File: src/rtl/rns_fwd_pkg.sv
package rns_fwd_pkg;

    // Smallest and largest slice widths the converter is meant for.
    localparam int unsigned RNS_N_MIN = 2;
    localparam int unsigned RNS_N_MAX = 8;

    // Modulus values for a given slice width.
    function automatic int unsigned mod_below(input int unsigned n);
        return (32'd1 << n) - 32'd1;
    endfunction

    function automatic int unsigned mod_above(input int unsigned n);
        return (32'd1 << n) + 32'd1;
    endfunction

endpackage

File: src/rtl/rns_fold_below.sv
// Residue modulo 2^N-1: slices are summed and folded with end-around carry.
module rns_fold_below #(
    parameter int unsigned N = 3
) (
    input  logic [N-1:0] slice_h,
    input  logic [N-1:0] slice_m,
    input  logic [N-1:0] slice_l,
    output logic [N-1:0] residue
);
    localparam int unsigned SW = N + 2;   // width of a three-slice sum

    logic [SW-1:0] sum3;
    logic [N:0]    fold1;
    logic [N-1:0]  fold2;

    always_comb begin
        sum3    = {2'b00, slice_h} + {2'b00, slice_m} + {2'b00, slice_l};
        // weight of bits above N is 1 modulo 2^N-1
        fold1   = {1'b0, sum3[N-1:0]} + {{(N-1){1'b0}}, sum3[SW-1:N]};
        fold2   = fold1[N-1:0] + {{(N-1){1'b0}}, fold1[N]};
        // all-ones is the second encoding of zero
        residue = (&fold2) ? '0 : fold2;
    end
endmodule

File: src/rtl/rns_fold_above.sv
// Residue modulo 2^N+1: H - M + L, biased by the modulus to stay non-negative.
module rns_fold_above #(
    parameter int unsigned N = 3
) (
    input  logic [N-1:0] slice_h,
    input  logic [N-1:0] slice_m,
    input  logic [N-1:0] slice_l,
    output logic [N:0]   residue
);
    localparam int unsigned        UW  = N + 2;
    localparam logic [UW-1:0]      MOD = UW'((1 << N) + 1);

    logic [UW-1:0] biased;
    logic [UW-1:0] step1;
    logic [UW-1:0] step2;

    always_comb begin
        // adding the modulus turns a negative H-M+L into its positive class
        biased  = {2'b00, slice_h} + {2'b00, slice_l} + (MOD - {2'b00, slice_m});
        step1   = (biased >= MOD) ? biased - MOD : biased;
        step2   = (step1  >= MOD) ? step1  - MOD : step1;
        residue = step2[N:0];
    end
endmodule

File: src/rtl/rns_fwd_conv.sv
module rns_fwd_conv
    import rns_fwd_pkg::*;
#(
    parameter int unsigned N = 3
) (
    input  logic            clk,
    input  logic            rst_n,
    input  logic            in_valid,
    input  logic [3*N-1:0]  in_data,
    output logic            out_valid,
    output logic [N-1:0]    res_lo,
    output logic [N-1:0]    res_mid,
    output logic [N:0]      res_hi
);
    localparam int unsigned W = 3 * N;

    typedef struct packed {
        logic         vld;
        logic [N-1:0] lo;
        logic [N-1:0] mid;
        logic [N:0]   hi;
    } conv_state_t;

    conv_state_t st_d, st_q;

    logic [N-1:0] slice_h, slice_m, slice_l;
    logic [N-1:0] lo_calc;
    logic [N:0]   hi_calc;

    assign slice_h = in_data[W-1:2*N];
    assign slice_m = in_data[2*N-1:N];
    assign slice_l = in_data[N-1:0];

    rns_fold_below #(.N(N)) i_fold_below (
        .slice_h (slice_h),
        .slice_m (slice_m),
        .slice_l (slice_l),
        .residue (lo_calc)
    );

    rns_fold_above #(.N(N)) i_fold_above (
        .slice_h (slice_h),
        .slice_m (slice_m),
        .slice_l (slice_l),
        .residue (hi_calc)
    );

    always_comb begin
        st_d     = st_q;
        st_d.vld = in_valid;
        if (in_valid) begin
            st_d.lo  = lo_calc;
            st_d.mid = slice_l;
            st_d.hi  = hi_calc;
        end
    end

    always_ff @(posedge clk) begin
        if (!rst_n) st_q <= '0;
        else        st_q <= st_d;
    end

    assign out_valid = st_q.vld;
    assign res_lo    = st_q.lo;
    assign res_mid   = st_q.mid;
    assign res_hi    = st_q.hi;

    initial begin
        if (N < RNS_N_MIN || N > RNS_N_MAX)
            $error("rns_fwd_conv: slice width out of range");
    end

    AST_VALID_RISE: assert property (@(posedge clk) disable iff (!rst_n)
        in_valid |=> out_valid);
    AST_VALID_IDLE: assert property (@(posedge clk) disable iff (!rst_n)
        !in_valid |=> !out_valid);
    AST_MID_PASS: assert property (@(posedge clk) disable iff (!rst_n)
        in_valid |=> (res_mid == $past(in_data[N-1:0])));
    AST_LO_CANON: assert property (@(posedge clk) disable iff (!rst_n)
        out_valid |-> (res_lo != {N{1'b1}}));
    AST_HI_RANGE: assert property (@(posedge clk) disable iff (!rst_n)
        out_valid |-> ({1'b0, res_hi} <= (N+2)'(mod_above(N) - 1)));
    AST_HOLD_IDLE: assert property (@(posedge clk) disable iff (!rst_n)
        !in_valid |=> ($stable(res_lo) && $stable(res_mid) && $stable(res_hi)));
endmodule

File: config.mk
export PLATFORM = sky130hd
export DESIGN_NAME = rns_fwd_conv
export DESIGN_NICKNAME = d
export VERILOG_FILES = /design/src/rtl/rns_fwd_pkg.sv /design/src/rtl/rns_fold_below.sv /design/src/rtl/rns_fold_above.sv /design/src/rtl/rns_fwd_conv.sv
export SDC_FILE = /design/constraint.sdc
export NUM_CORES = 1
export LEC_CHECK = 0
export ABC_AREA = 1
export ABC_CLOCK_PERIOD_IN_PS = 6800
export BUFFER_PORTS_ARGS = -buffer_cell sky130_fd_sc_hd__buf_2
export CORE_MARGIN = 2
export CORE_UTILIZATION = 50
export DETAILED_ROUTE_END_ITERATION = 16
export HOLD_SLACK_MARGIN = 0.02
export PLACE_DENSITY = 0.77
export SYNTH_ARGS = -nofsm -noshare
export SYNTH_HDL_FRONTEND = slang
export SYNTH_HIERARCHICAL = 1
export SYNTH_SLANG_ARGS = --single-unit
File: constraint.sdc
create_clock -name clk -period 6.8 [get_ports clk]
set_input_delay 1.36 -clock clk [delete_from_list [all_inputs] [get_ports clk]]
set_output_delay 1.36 -clock clk [all_outputs]
set_load 0.01 [all_outputs]
==> flow_summary_export.csv <==
group,metric,value,unit
outcome,status,"completed",
critical_path,end_kind,"flip-flop",
cts,post_cts_buffers,0,
sta,fin_tns_setup,0,ps
synth,synthCells,214,
critical_path,critical_path_arrival,4440,ps
routing,drc,0,
sta,min_period,4235,ps
die,die_h,57.18,um
synth,yosysTopAreaCellShare,16.19,%
cts,cts_tree,"done",
critical_path,cpPeakStageDelay,470,ps
die,core_area,0.002710,mm^2
placed_design,place_area,0.001535,mm^2
synth,yosys.area.top_type,"inv_1",
synth,synth_seq_cells,11,
synth,synth_ff_type,"dfxtp_1",
synth,synthArstFlopShare,0,%
synth,syn_area,0.001414,mm^2
grt,grt_pass1_wl,4.091,mm
critical_path,crit_fanout,6,
critical_path,crit_family,"adder cells",
sta,worst_slew_pin_slew,355.2,ps
synth,syn-num-nets,249,
die,io_pins,23,
layout,area_growth,10.44,%
sta,slew_headroom,76.32,%
cts,cts_buffers,3,
cts,cts_resized,0,
cts,clock-root-buffer,"clkbuf_4",
flow_run,cap_violations,0,
die,initial_core_util,52.17,%
routing,ant_nets,0,
layout,nNetsFinal,273,
placed_design,port_buffers,22,
sta,period_share,62.28,%
routing,wl_per_cell,8.377,um
cts,cts.clk_slew.worst_paths,70,ps
routing,wl_met2,989,um
routing,dr.pass1.iters,4,
critical_path,start_kind,"input pin",
critical_path,worst_path_max_delay_cell,"fa_1",
critical_path,cp_common_cell,"inv_1",
placed_design,dp_cells,264,
sta,hold_viol,0,
grt,track_usage,15.42,%
power,power_density,246.9,mW/mm^2
critical_path,crit_chain,"buf_2, inv_1, fa_1, inv_1, ha_1, inv_1, fa_1, xor2_1, ha_1, inv_1, fa_1, inv_1, ha_1, nand2_1, clkinv_2, nand3_2, nand2_1, inv_1, inv_1, nand2_1, nand2_1, nor2_1",
grt,antenna_found_initial,0,
cts,hold_buffers,0,
cts,cts_sinks,11,
synth,seq_area_frac_synth,15.58,%
routing,via_per_inst,4.448,
critical_path,critPathKind,"input pin to flip-flop",
routing,routedLengthMet1,1.151,mm
die,die_area,0.003269,mm^2
die,die_x,57.18,um
sta,rsz0062_at_grt,"no",
sta,fmaxAchievable,236.1,MHz
grt,grt_max_degree,22,
grt,globalRouteOverflowTotal,0,
layout,instances_no_fill,268,
placed_design,gp_congestion,0.8090,
cts,cts-htree-levels,1,
placed_design,post-dp-hpwl,1.969,mm
worst_hold_path,min_path_type,"flip-flop to flip-flop",
power,max-vdd-ir-drop,0.1858,mV
synth,yosys-top-cells-area,"inv_1 16%, dfxtp_1 16%, ha_1 13%",
synth,synth-edff-count,0,
layout,design_area,0.001562,mm^2
synth,yosysMostFrequentCell,"inv_1",
grt,grt_pass1_vias,1058,
routing,dr_wl_met3,84,um
cts,clock_latency,260,ps
routing,routed_wl,2.245,mm
synth,syn_area_per_cell,6.607,um^2
synth,synthTopCellsByCount,"61 x inv_1, 47 x nand2_1, 22 x nor2_1, 15 x ha_1, 13 x nand2_2",
cts,clk_path_buf_depth,2,
critical_path,cp_num_buf_inv,9,
sta,slew_viol_final,0,
sta,fin_skew,0,ps
die,rows,19,
critical_path,cp_data_required_time,7000,ps
routing,via_count,1192,
layout,drive_gt1_share,21.94,%
routing,drt-initial-drc-count,35,
synth,synth_cell_types,23,
power,p_leak,0.9786,nW
routing,top_layer,"met4",
synth,synth_warnings,6,
layout,n_antenna_cell,0,
sta,setup_viol_count_final,0,
layout make-up:
class	count	area, um^2
fill	279	1149
multi-input combinational	136	924.6
inverter	64	241.5
sequential	11	220.2
timing repair buffer	22	110.1
tap	31	38.79
clock buffer	4	26.28
worst register-to-register path, cell delays in order (launching register included):
cell and delay (ps):
dfxtp_1 310, nor2_1 90, nor2_1 50
layer usage:
layer  global-route usage [%]  vias up
met5                        0        -
met4                    5.980        0
met3                    2.041        2
met2                    26.11       20
met1                    19.97      507
li1                         -      663
per-stage QoR:
step | util (%) | total power [mW] | hold WS, ps | setup WS [ps]
2_1_floorplan | - | 0.2989 | 488.7 | 2659
3_3_place_gp | 56.65 | 0.3402 | 454.0 | 2322
3_5_place_dp | 56.65 | 0.3458 | 461.0 | 2287
4_1_cts | 57.62 | 0.3904 | 470.9 | 2553
5_1_grt | 57.62 | 0.4351 | 490.3 | 2348
6_report | 57.62 | 0.3855 | 468.3 | 2565
cells by family after synthesis:
kind of cell	after synthesis	synth area share, %
compound gates	9	4.779
xor+xnor	4	2.478
fa+ha+maj	23	24.60
buf+inv	67	19.03
flops	11	15.58
simple gates	100	33.54
power breakdown:
group	total, mW	leakage [nW]	switching [mW]	internal [mW]
registers	0.0786	0.0914	0.00424	0.0744
logic	0.264	0.872	0.161	0.102
clock network	0.0430	0.0150	0.0204	0.0226
total	0.385	0.979	0.186	0.200
path summary, 6_finish.rpt:
| kind | end | slack, ps | from | cells after the start |
|---|---|---|---|---|
| max | res_lo[0]$_SDFFE_PN0P_ | 2560 | in_data[1] | 22 |
| min | res_hi[0]$_SDFFE_PN0P_ | 470 | res_hi[0]$_SDFFE_PN0P_ | 2 |
| max reg2reg | res_lo[0]$_SDFFE_PN0P_ | 6250 | res_lo[0]$_SDFFE_PN0P_ | 2 |
| min reg2reg | res_hi[0]$_SDFFE_PN0P_ | 470 | res_hi[0]$_SDFFE_PN0P_ | 2 |
sequential cells by signal, summed over array words and instances (netlist names):
register	count
res_mid	3
res_hi	4
out_valid	1
res_lo	3
cells in the final DEF (no fill, tap or decap), types with 3 or more instances in the layout:
master    Yosys  layout
buf_2         1      22
a21oi_2       3       3
clkbuf_4      0       3
fa_1          8       8
nor2_1       22      22
a21oi_1       4       4
nand2_1      47      47
nand2_2      13      13
ha_1         15      15
xor2_1        3       3
nand3_1       9       9
dfxtp_1      11      11
inv_1        61      61
(Power assumes the default switching activity.)
